`src/rtl/atan2_sp_pkg.sv`:
```
// Package: shared FP32 field geometry, operand class record and result constants
// for the atan2 special-operand resolver. Assumes IEEE754 binary32 layout.
package atan2_sp_pkg;
    localparam int EXP_W   = 8;
    localparam int MAN_W   = 23;
    localparam int WORD_W  = 1 + EXP_W + MAN_W;
    localparam int SIGN_B  = WORD_W - 1;
    localparam int QUIET_B = MAN_W - 1;

    // Magnitudes (sign bit clear), rounded to nearest.
    localparam logic [WORD_W-1:0] MAG_ZERO  = '0;
    localparam logic [WORD_W-1:0] MAG_PI_4  = 32'h3F49_0FDB;
    localparam logic [WORD_W-1:0] MAG_PI_2  = 32'h3FC9_0FDB;
    localparam logic [WORD_W-1:0] MAG_3PI_4 = 32'h4016_CBE4;
    localparam logic [WORD_W-1:0] MAG_PI    = 32'h4049_0FDB;

    typedef struct packed {
        logic sign;
        logic is_nan;
        logic is_snan;
        logic is_inf;
        logic is_zero;
    } fp_class_t;

    // Attach a sign bit to a magnitude constant.
    function automatic logic [WORD_W-1:0] with_sign(input logic s,
                                                    input logic [WORD_W-1:0] mag);
        return {s, mag[SIGN_B-1:0]};
    endfunction
endpackage

```
`src/rtl/atan2_fp_classify.sv`:
```
// Module: classifies one FP32 word into sign, NaN, signalling NaN, infinity
// and zero flags. Assumes a two-state input; subnormals are neither zero nor special.
module atan2_fp_classify
    import atan2_sp_pkg::*;
(
    input  logic [WORD_W-1:0] word,
    output fp_class_t         cls
);
    logic [EXP_W-1:0] exp_f;
    logic [MAN_W-1:0] man_f;
    logic             exp_ones;
    logic             man_zero;

    // Split fields and derive the class flags.
    always_comb begin
        exp_f       = word[SIGN_B-1:MAN_W];
        man_f       = word[MAN_W-1:0];
        exp_ones    = &exp_f;
        man_zero    = (man_f == '0);
        cls.sign    = word[SIGN_B];
        cls.is_nan  = exp_ones && !man_zero;
        cls.is_snan = exp_ones && !man_zero && !man_f[QUIET_B];
        cls.is_inf  = exp_ones && man_zero;
        cls.is_zero = (word[SIGN_B-1:0] == '0);
    end
endmodule

```
`src/rtl/atan2_nan_select.sv`:
```
// Module: NaN stage. Returns x quietened when x is a NaN, else y quietened when
// y is a NaN; raises the invalid flag for any signalling NaN operand.
module atan2_nan_select
    import atan2_sp_pkg::*;
(
    input  logic [WORD_W-1:0] y_word,
    input  logic [WORD_W-1:0] x_word,
    input  fp_class_t         y_cls,
    input  fp_class_t         x_cls,
    output logic              hit,
    output logic [WORD_W-1:0] value,
    output logic              inv
);
    localparam logic [WORD_W-1:0] QUIET_MASK = WORD_W'(1) << QUIET_B;

    // x has priority over y; the quiet bit is forced on the chosen payload.
    always_comb begin
        hit   = x_cls.is_nan || y_cls.is_nan;
        value = (x_cls.is_nan ? x_word : y_word) | QUIET_MASK;
        inv   = x_cls.is_snan || y_cls.is_snan;
    end
endmodule

```
`src/rtl/atan2_rule_resolve.sv`:
```
// Module: infinity and zero rules for NaN-free operands, in priority order:
// x infinite, then y infinite, then x zero with y nonzero, then y zero.
// Assumes the NaN stage overrides this output whenever a NaN is present.
module atan2_rule_resolve
    import atan2_sp_pkg::*;
(
    input  fp_class_t         y_cls,
    input  fp_class_t         x_cls,
    output logic              hit,
    output logic [WORD_W-1:0] value
);
    // First matching rule picks the magnitude; sign always follows y.
    always_comb begin
        logic [WORD_W-1:0] mag;
        hit = 1'b1;
        mag = MAG_ZERO;
        if (x_cls.is_nan || y_cls.is_nan) begin
            hit = 1'b0;
        end else if (x_cls.is_inf) begin
            if (!x_cls.sign) mag = y_cls.is_inf ? MAG_PI_4  : MAG_ZERO;
            else             mag = y_cls.is_inf ? MAG_3PI_4 : MAG_PI;
        end else if (y_cls.is_inf) begin
            mag = MAG_PI_2;
        end else if (x_cls.is_zero && !y_cls.is_zero) begin
            mag = MAG_PI_2;
        end else if (y_cls.is_zero) begin
            mag = x_cls.sign ? MAG_PI : MAG_ZERO;
        end else begin
            hit = 1'b0;
        end
        value = with_sign(y_cls.sign, mag);
    end
endmodule

```
`src/rtl/atan2_special_resolver.sv`:
```
// Module: top of the atan2 special-operand resolver. Classifies both operands,
// runs the NaN stage ahead of the infinity/zero rules and merges the outcome.
// Purely combinational; assumes two-state inputs.
module atan2_special_resolver
    import atan2_sp_pkg::*;
(
    input  logic [31:0] y_in,
    input  logic [31:0] x_in,
    output logic [31:0] result,
    output logic        special,
    output logic        invalid
);
    localparam int N_OPS = 2;

    logic [WORD_W-1:0] op_word [N_OPS];
    fp_class_t         op_cls  [N_OPS];
    logic              nan_hit;
    logic              rule_hit;
    logic [WORD_W-1:0] nan_val;
    logic [WORD_W-1:0] rule_val;

    // Operand 0 is y, operand 1 is x.
    always_comb begin
        op_word[0] = y_in;
        op_word[1] = x_in;
    end

    for (genvar i = 0; i < N_OPS; i++) begin : g_cls
        atan2_fp_classify i_cls (.word(op_word[i]), .cls(op_cls[i]));
    end

    atan2_nan_select i_nan (
        .y_word(op_word[0]), .x_word(op_word[1]),
        .y_cls(op_cls[0]),   .x_cls(op_cls[1]),
        .hit(nan_hit), .value(nan_val), .inv(invalid)
    );

    atan2_rule_resolve i_rule (
        .y_cls(op_cls[0]), .x_cls(op_cls[1]),
        .hit(rule_hit), .value(rule_val)
    );

    // NaN outcome outranks every infinity/zero rule.
    always_comb begin
        special = nan_hit || rule_hit;
        result  = nan_hit ? nan_val : rule_val;
    end
endmodule

```
`config.mk`:
```
export PLATFORM = sky130hd
export DESIGN_NAME = atan2_special_resolver
export DESIGN_NICKNAME = d
export VERILOG_FILES = /design/src/rtl/atan2_sp_pkg.sv /design/src/rtl/atan2_fp_classify.sv /design/src/rtl/atan2_nan_select.sv /design/src/rtl/atan2_rule_resolve.sv /design/src/rtl/atan2_special_resolver.sv
export SDC_FILE = /design/constraint.sdc
export NUM_CORES = 1
export LEC_CHECK = 0
export ABC_AREA = 0
export BUFFER_PORTS_ARGS = -buffer_cell sky130_fd_sc_hd__clkbuf_2
export CAP_MARGIN = 20
export CORE_MARGIN = 2
export CORE_UTILIZATION = 37
export DETAILED_ROUTE_END_ITERATION = 6
export GPL_TIMING_DRIVEN = 0
export PLACE_DENSITY_LB_ADDON = 0.25
export SLEW_MARGIN = 40
export SYNTH_ARGS = -nofsm -noshare
export SYNTH_HDL_FRONTEND = slang
export SYNTH_SLANG_ARGS = --single-unit
```
`constraint.sdc`:
```
create_clock -name vclk -period 3.7
set_input_delay 0.74 -clock vclk [all_inputs]
set_output_delay 0.74 -clock vclk [all_outputs]
set_load 0.01 [all_outputs]
```
==> results_tabular.tex, run 1 <==
\begin{tabular}{lr}
\hline
Metric & Value \\
\hline
\multicolumn{2}{l}{\textbf{Status}} \\
Run status & complete, no violations \\
\multicolumn{2}{l}{\textbf{Clock network}} \\
Cts hold-fix bufs & 0 \\
CTS-repair resized insts & 0 \\
Setup repair bufs after CTS & 0 \\
\multicolumn{2}{l}{\textbf{Layout}} \\
Fillers & just under 200 \\
Net count reported at finish & slightly below 300 \\
Share of the core filled with cells in the final layout & approximately two thirds \\
Area used by sequential logic in the layout & 0 um\^{}2 \\
Share of cells above drive strength 1 & about half \\
Post-route insts no fill & 249 \\
Area overhead of the layout relative to synthesis & 65.47\% \\
Final-layout clock buffer total & 0 \\
Number of flip-flops and latches & 0 \\
Antenna fix cells & 0 \\
\multicolumn{2}{l}{\textbf{Floorplanning}} \\
Area of the die & approximately 2600 um\^{}2 \\
Initial cell density of the core & 40.00\% \\
Area of the core & approximately 2000 um\^{}2 \\
Horizontal die dimension & a little over 50 um \\
I/O pin count & 98 \\
Number of cell rows & 16 \\
Vertical die dimension & a little over 50 um \\
\multicolumn{2}{l}{\textbf{Worst setup path}} \\
Ordered list of cells on the worst path & clkbuf\_2 > nor4\_1 > nand4\_1 > nor2\_1 > nand2\_1 > ha\_1 > nor3\_1 > o21a\_1 > a211oi\_1 > clkbuf\_2 \\
Biggest fanout along the worst timing path & 8 \\
Most prevalent standard cell on the critical path & sky130\_fd\_sc\_hd\_\_clkbuf\_2 \\
Critical path arrival & between 2 and 3 ns \\
Type of element capturing the critical path & output port \\
Critical path's slowest cell & sky130\_fd\_sc\_hd\_\_a211oi\_1 \\
Critical path type & primary input to output port \\
Required time at the endpoint of the critical path & $\sim$3.0 ns \\
Max stage delay on crit path & 0.34 ns \\
Startpoint Class & primary input \\
\multicolumn{2}{l}{\textbf{STA}} \\
TNS Setup & 0 ns \\
Worst-Margin Slew & approximately 0.63 ns \\
Setup repair after global routing missed its margin & false \\
Post-layout minimum cycle time & 3.621 ns \\
Maximum operating frequency & roughly 0.28 GHz \\
Share of the clock period used by the worst path & between 90\% and 100\% \\
Final setup violation count & 0 \\
Final hold viol count & 0 \\
Final-report max-slew violation count & 0 \\
Worst relative slew slack & 58.03\% \\
\multicolumn{2}{l}{\textbf{Global routing}} \\
Number of antenna violations at the first check in global routing & 0 \\
GRT Overall Usage & around 26\% \\
Pin count of the biggest net entering global routing & 11 \\
Wire length of the first global-routing pass & 5382 um \\
Number of global-route vias before repair & between 1,000 and 1,500 \\
GRT Residual Overflow & 0 \\
\multicolumn{2}{l}{\textbf{Drt}} \\
Via/cell ratio & just over 6 \\
Residual DRC count & 0 \\
Detailed-routing iteration count for the pre-antenna-repair pass & 5 \\
ANT nets after route & 0 \\
Avg WL per Cell & between 10 and 15 um \\
Total number of vias & 1,517 \\
Total wire length after detailed routing & between 3000 and 4000 um \\
Initial DRC count & 30 \\
\multicolumn{2}{l}{\textbf{Synthesis}} \\
Synthesis Warnings & 0 \\
Avg Inst Size Synth & 6.458 um\^{}2 \\
Syn Nets & approximately 190 \\
Distinct cell type count of the synthesized netlist & 31 \\
Post-synthesis instance area & 800.8 um\^{}2 \\
Main area contributors after synthesis & sky130\_fd\_sc\_hd\_\_a221o\_1 8.8\%, sky130\_fd\_sc\_hd\_\_nor4\_1 8.6\%, sky130\_fd\_sc\_hd\_\_nor3\_1 8.1\% \\
Cell type with the largest total area after synthesis & sky130\_fd\_sc\_hd\_\_a221o\_1 \\
Share of the yosys chip area belonging to registers & 0\% \\
Area share of the largest cell type after synthesis & $\sim$9\% \\
Syn Inst Count & about 120 \\
\multicolumn{2}{l}{\textbf{Placement}} \\
GP Congestion & 0.8798 \\
Count of buffers inserted at the top-level ports & 98 \\
Placed cells & 249 \\
HPWL reported at the end of detailed placement & between 2000 and 3000 um \\
\multicolumn{2}{l}{\textbf{Run}} \\
Max-cap viol count & 0 \\
\multicolumn{2}{l}{\textbf{Pwr}} \\
P per Cell Area & 44.64 nW/um\^{}2 \\
Final Total Pwr & 0.00005915 W \\
Worst IR drop on VDD & 0.02946 mV \\
Standby leakage power & 0.6854 nW \\
\multicolumn{2}{l}{\textbf{Hold path}} \\
Type of the tightest min-delay check & primary input to output port \\
\hline
\end{tabular}
## placed cells by master (no fill, tap or decap), types with 3 or more instances in the layout
cell type	synthesis	layout
sky130_fd_sc_hd__a211oi_1	8	8
sky130_fd_sc_hd__nor2_1	10	10
sky130_fd_sc_hd__nor4_1	11	11
sky130_fd_sc_hd__nand2_1	13	13
sky130_fd_sc_hd__buf_2	3	3
sky130_fd_sc_hd__clkbuf_1	4	4
sky130_fd_sc_hd__nand4_1	10	10
sky130_fd_sc_hd__nand3_1	5	5
sky130_fd_sc_hd__clkbuf_2	0	98
sky130_fd_sc_hd__a221o_1	7	7
sky130_fd_sc_hd__nor4_2	3	3
sky130_fd_sc_hd__nor3_1	13	13
sky130_fd_sc_hd__a22o_1	3	3
sky130_fd_sc_hd__ha_1	3	3
sky130_fd_sc_hd__a32o_1	6	6
## Yosys cell counts
cell type and n:
sky130_fd_sc_hd__or3_1 2, sky130_fd_sc_hd__o2111ai_1 1, sky130_fd_sc_hd__buf_2 3, sky130_fd_sc_hd__and3_1 1, sky130_fd_sc_hd__ha_1 3, sky130_fd_sc_hd__and2_1 1, sky130_fd_sc_hd__nor4_1 11, sky130_fd_sc_hd__a22o_1 3
sky130_fd_sc_hd__inv_1 2, sky130_fd_sc_hd__nand2_1 13, sky130_fd_sc_hd__o21a_1 2, sky130_fd_sc_hd__nor3_2 1, sky130_fd_sc_hd__nand4_1 10, sky130_fd_sc_hd__nand4_2 1, sky130_fd_sc_hd__o21ai_0 2, sky130_fd_sc_hd__o211ai_1 1
sky130_fd_sc_hd__a32o_1 6, sky130_fd_sc_hd__clkbuf_1 4, sky130_fd_sc_hd__a221o_1 7, sky130_fd_sc_hd__nor2_1 10, sky130_fd_sc_hd__nor4_2 3, sky130_fd_sc_hd__a211oi_1 8, sky130_fd_sc_hd__o22ai_1 2, sky130_fd_sc_hd__nor3_1 13
sky130_fd_sc_hd__or4_1 2, sky130_fd_sc_hd__nand3b_1 1, sky130_fd_sc_hd__or2_2 2, sky130_fd_sc_hd__nor2_2 1, sky130_fd_sc_hd__o21ai_1 2, sky130_fd_sc_hd__buf_6 1, sky130_fd_sc_hd__nand3_1 5
## critical path: cells and delay by family
family / cells / cell delay [ns]
buffers and inverters: 2 / 0.29
AND/OR/NAND/NOR: 5 / 0.93
AO/OA/AOI/OAI: 2 / 0.62
adder cells (fa/ha/maj): 1 / 0.31
## where the power goes
group	total (W)	internal (W)	leakage (nW)	switching [W]
combinational	0.0000591	0.0000311	0.685	0.0000280
clock	0	0	0	0
sequential	0	0	0	0
total	0.0000591	0.0000311	0.685	0.0000280
## path summary, 6_finish.rpt
kind,startpoint,endpoint,cells after the start
max,y_in[5],result[1],10
min,x_in[22],invalid,3
## through the flow
step / setup WS, ns / area [um^2] / hold WS, ns
2_1_floorplan: 0.6342 / 800.8 / 1.560
3_3_place_gp: 0.2134 / 1325 / 1.762
3_5_place_dp: 0.1517 / 1325 / 1.760
4_1_cts: 0.1482 / 1325 / 1.760
5_1_grt: 0.01085 / 1325 / 1.786
6_report: 0.07857 / 1325 / 1.759
## final cells by class
cell class	count	area [um^2]	area share (%)
buffer	8	41.29	3.116
inverter	2	7.507	0.5666
multi-input combinational	114	752.0	56.75
tap	27	33.78	2.550
timing repair buffer	98	490.5	37.02
## per-layer routing
layer	GRT usage, %	wire, um
met1	30.65	1322
met2	51.32	1879
met3	1.488	318
met4	3.604	33
met5	0	0
## cell families (layout without fill, tap and decap cells)
family	count (synthesis)	in the layout	share of synthesized area [%]
and+or+nand+nor	77	77	54.22
buffers and inverters	10	108	6.093
adders and majority gates	3	3	4.688
AOI/OAI and AO/OA	34	34	35.00
Power figures use the tool's default switching activity.
==> run 2, diff against run 1 <==
--- a/config.mk
+++ b/config.mk
@@ -8,7 +8,7 @@
 export ABC_AREA = 0
 export BUFFER_PORTS_ARGS = -buffer_cell sky130_fd_sc_hd__clkbuf_2
 export CAP_MARGIN = 20
-export CORE_MARGIN = 2
+export CORE_MARGIN = 1.5
 export CORE_UTILIZATION = 37
 export DETAILED_ROUTE_END_ITERATION = 6
 export GPL_TIMING_DRIVEN = 0
==> results_tabular.tex, run 2 (same netlist as run 1, synthesis figures left out) <==
\begin{tabular}{lr}
\hline
Metric & Value \\
\hline
\multicolumn{2}{l}{\textbf{Layout}} \\
Number of flip-flops and latches & 0 (unchanged) \\
Final-layout clock buffer total & 0 (unchanged) \\
Post-route insts no fill & 248 (-0.40\%) \\
Most frequent standard cell in the layout excluding fill and tap cells & sky130\_fd\_sc\_hd\_\_clkbuf\_2 \\
Area used by sequential logic in the layout & 0 um\^{}2 (unchanged) \\
Share of cells above drive strength 1 & 50.23\% (+0.68 points) \\
Net count reported at finish & 290 (-0.34\%) \\
Leading cell types in the layout, fill and taps excluded & 98 x sky130\_fd\_sc\_hd\_\_clkbuf\_2, 13 x sky130\_fd\_sc\_hd\_\_nor3\_1, 13 x sky130\_fd\_sc\_hd\_\_nand2\_1, 11 x sky130\_fd\_sc\_hd\_\_nor4\_1 \\
Fillers & 191 (-4.0\%) \\
Antenna fix cells & 0 (unchanged) \\
Area overhead of the layout relative to synthesis & 65.16\% \\
\multicolumn{2}{l}{\textbf{STA}} \\
Maximum operating frequency & 0.2849 GHz (+3.2\%) \\
Final hold viol count & 0 (unchanged) \\
TNS Setup & 0 ns (unchanged) \\
Share of the clock period used by the worst path & 94.86\% (-3.0 points) \\
Final setup violation count & 0 (unchanged) \\
Worst-Margin Slew & 0.6584 ns (+0.03160 ns) \\
Post-layout minimum cycle time & 3.510 ns (-0.1116 ns) \\
Final-report max-slew violation count & 0 (unchanged) \\
Worst path setup slack after routing & 0.1902 ns (+0.1116 ns) \\
Worst relative slew slack & 55.92\% (-2.1 points) \\
Worst hold slack across all endpoints & 1.771 ns (+0.01217 ns) \\
Setup repair after global routing missed its margin & false \\
\multicolumn{2}{l}{\textbf{Drt}} \\
ANT nets after route & 0 (unchanged) \\
Avg WL per Cell & 14.02 um (-1.8\%) \\
Residual DRC count & 0 (unchanged) \\
Detailed-routing iteration count for the pre-antenna-repair pass & 4 (-1) \\
Wire length on met1 & 1357 um (+2.6\%) \\
Via/cell ratio & 5.903 (-3.1\%) \\
Total wire length after detailed routing & 3477 um (-2.2\%) \\
Initial DRC count & 50 (+67\%) \\
Total number of vias & 1,464 (-3.5\%) \\
Detailed route wirelength on metal2 & 1784 um (-5.1\%) \\
Highest signal layer in the routed design & met4 \\
Met3 layer wire length in the routed design & 307 um (-3.5\%) \\
\multicolumn{2}{l}{\textbf{Placement}} \\
GP Congestion & 0.8837 (+0.44\%) \\
HPWL reported at the end of detailed placement & 2963 um (-0.72\%) \\
Count of buffers inserted at the top-level ports & 98 (unchanged) \\
Placed cells & 249 (unchanged) \\
Setup slack at placement & 0.1939 ns (+0.04219 ns) \\
\multicolumn{2}{l}{\textbf{Floorplanning}} \\
Area of the core & 2002 um\^{}2 (unchanged) \\
Area of the die & 2452 um\^{}2 (-3.9\%) \\
Number of cell rows & 16 (unchanged) \\
Horizontal die dimension & 49.52 um (-2.0\%) \\
Initial cell density of the core & 40.00\% (unchanged) \\
Vertical die dimension & 49.52 um (-2.0\%) \\
I/O pin count & 98 (unchanged) \\
\multicolumn{2}{l}{\textbf{Worst setup path}} \\
Startpoint Class & primary input \\
Type of element capturing the critical path & output port \\
Required time at the endpoint of the critical path & 2.96 ns (about the same) \\
Critical Path End & result[1] \\
Biggest fanout along the worst timing path & 8 (unchanged) \\
Timing startpoint of the critical path & y\_in[9] \\
Critical path arrival & 2.77 ns (-0.11 ns) \\
Critical path type & primary input to output port \\
\multicolumn{2}{l}{\textbf{Global routing}} \\
GRT Overall Usage & 26.01\% (+0.11 points) \\
GRT Residual Overflow & 0 (unchanged) \\
Wire length of the first global-routing pass & 5340 um (-0.78\%) \\
Pin count of the biggest net entering global routing & 11 (unchanged) \\
Number of global-route vias before repair & 1,265 (-3.7\%) \\
Number of antenna violations at the first check in global routing & 0 (unchanged) \\
\multicolumn{2}{l}{\textbf{Pwr}} \\
Cell internal power dissipation & 0.00003119 W (+0.12\%) \\
Standby leakage power & 0.6843 nW (-0.15\%) \\
P per Cell Area & 45.19 nW/um\^{}2 (+1.2\%) \\
Sequential share of power & 0\% (unchanged) \\
Part of the total power dissipated in the clock network & 0\% (unchanged) \\
Worst IR drop on VDD & 0.03347 mV (+14\%) \\
Comb pwr share & 100.0\% (about the same) \\
Net switching component of the power & 0.00002857 W (+2.1\%) \\
Sw frac & 47.81\% (+0.48 points) \\
\multicolumn{2}{l}{\textbf{Run}} \\
Max-cap viol count & 0 (unchanged) \\
\multicolumn{2}{l}{\textbf{Hold path}} \\
Type of the tightest min-delay check & primary input to output port \\
\multicolumn{2}{l}{\textbf{Status}} \\
Run status & complete, no violations \\
\hline
\end{tabular}
run 2: changes by cell type in the layout (fill, tap and decap cells not counted), sizes merged:
cell / delta
clkbuf: -1
run 2: per-stage QoR:
stage,utilization (%),total power (W),cell area [um^2]
finish,66.06,0.00005976,1323
global route,66.06,0.00006561,1323
CTS,66.19,0.00005922,1325
detailed placement,66.19,0.00005902,1325
global placement,66.19,0.00005697,1325
floorplan,-,0.00001095,800.8
run 2: power groups by stage:
stage | Combinational [W] | Sequential, W | Clock (W)
finish | 0.0000598 | 0 | 0
global route | 0.0000656 | 0 | 0
CTS | 0.0000592 | 0 | 0
detailed placement | 0.0000590 | 0 | 0
global placement | 0.0000570 | 0 | 0
floorplan | 0.0000110 | 0 | 0
run 2: timing repair:
action | CTS | global route
buffers inserted | 0 | 0
resized for setup | 0 | 1
hold buffers | 0 | 0
endpoints found under the hold margin | 0 | 0
endpoints found under the setup margin | 0 | 8
run 2: worst max-delay path: stages:
cell and delay, ns:
sky130_fd_sc_hd__clkbuf_2 0.10, sky130_fd_sc_hd__nor4_1 0.35, sky130_fd_sc_hd__nand4_1 0.26, sky130_fd_sc_hd__nor2_1 0.19, sky130_fd_sc_hd__nand2_1 0.09, sky130_fd_sc_hd__ha_1 0.31, sky130_fd_sc_hd__nor3_1 0.05, sky130_fd_sc_hd__o21a_2 0.26
sky130_fd_sc_hd__a211oi_1 0.25, sky130_fd_sc_hd__clkbuf_2 0.18
run 2: routing by layer:
| layer | up-vias | global-route usage [%] |
|---|---|---|
| met3 | 4 | 1.212 |
| met2 | 90 | 48.44 |
| met5 | - | 0 |
| met1 | 648 | 32.60 |
| li1 | 722 | - |
| met4 | 0 | 5.556 |
run 2: worst min-delay path by stage:
stage / start / to / cells past startpoint / slack, ns
after detailed placement: y_in[31] / result[31] / 4 / 1.78
after global placement: x_in[22] / invalid / 3 / 1.77
after floorplan: x_in[22] / invalid / 1 / 1.56
after CTS: y_in[31] / result[31] / 4 / 1.78
final: y_in[31] / result[31] / 4 / 1.77
after global routing: x_in[22] / invalid / 3 / 1.79
run 2: layout make-up:
type | instances | area (um^2) | share of cell area (%)
Buffer | 7 | 37.54 | 2.838
Tap cell | 27 | 33.78 | 2.554
Timing Repair Buffer | 98 | 490.5 | 37.09
Inverter | 2 | 7.507 | 0.5676
Multi-Input combinational cell | 114 | 753.2 | 56.95
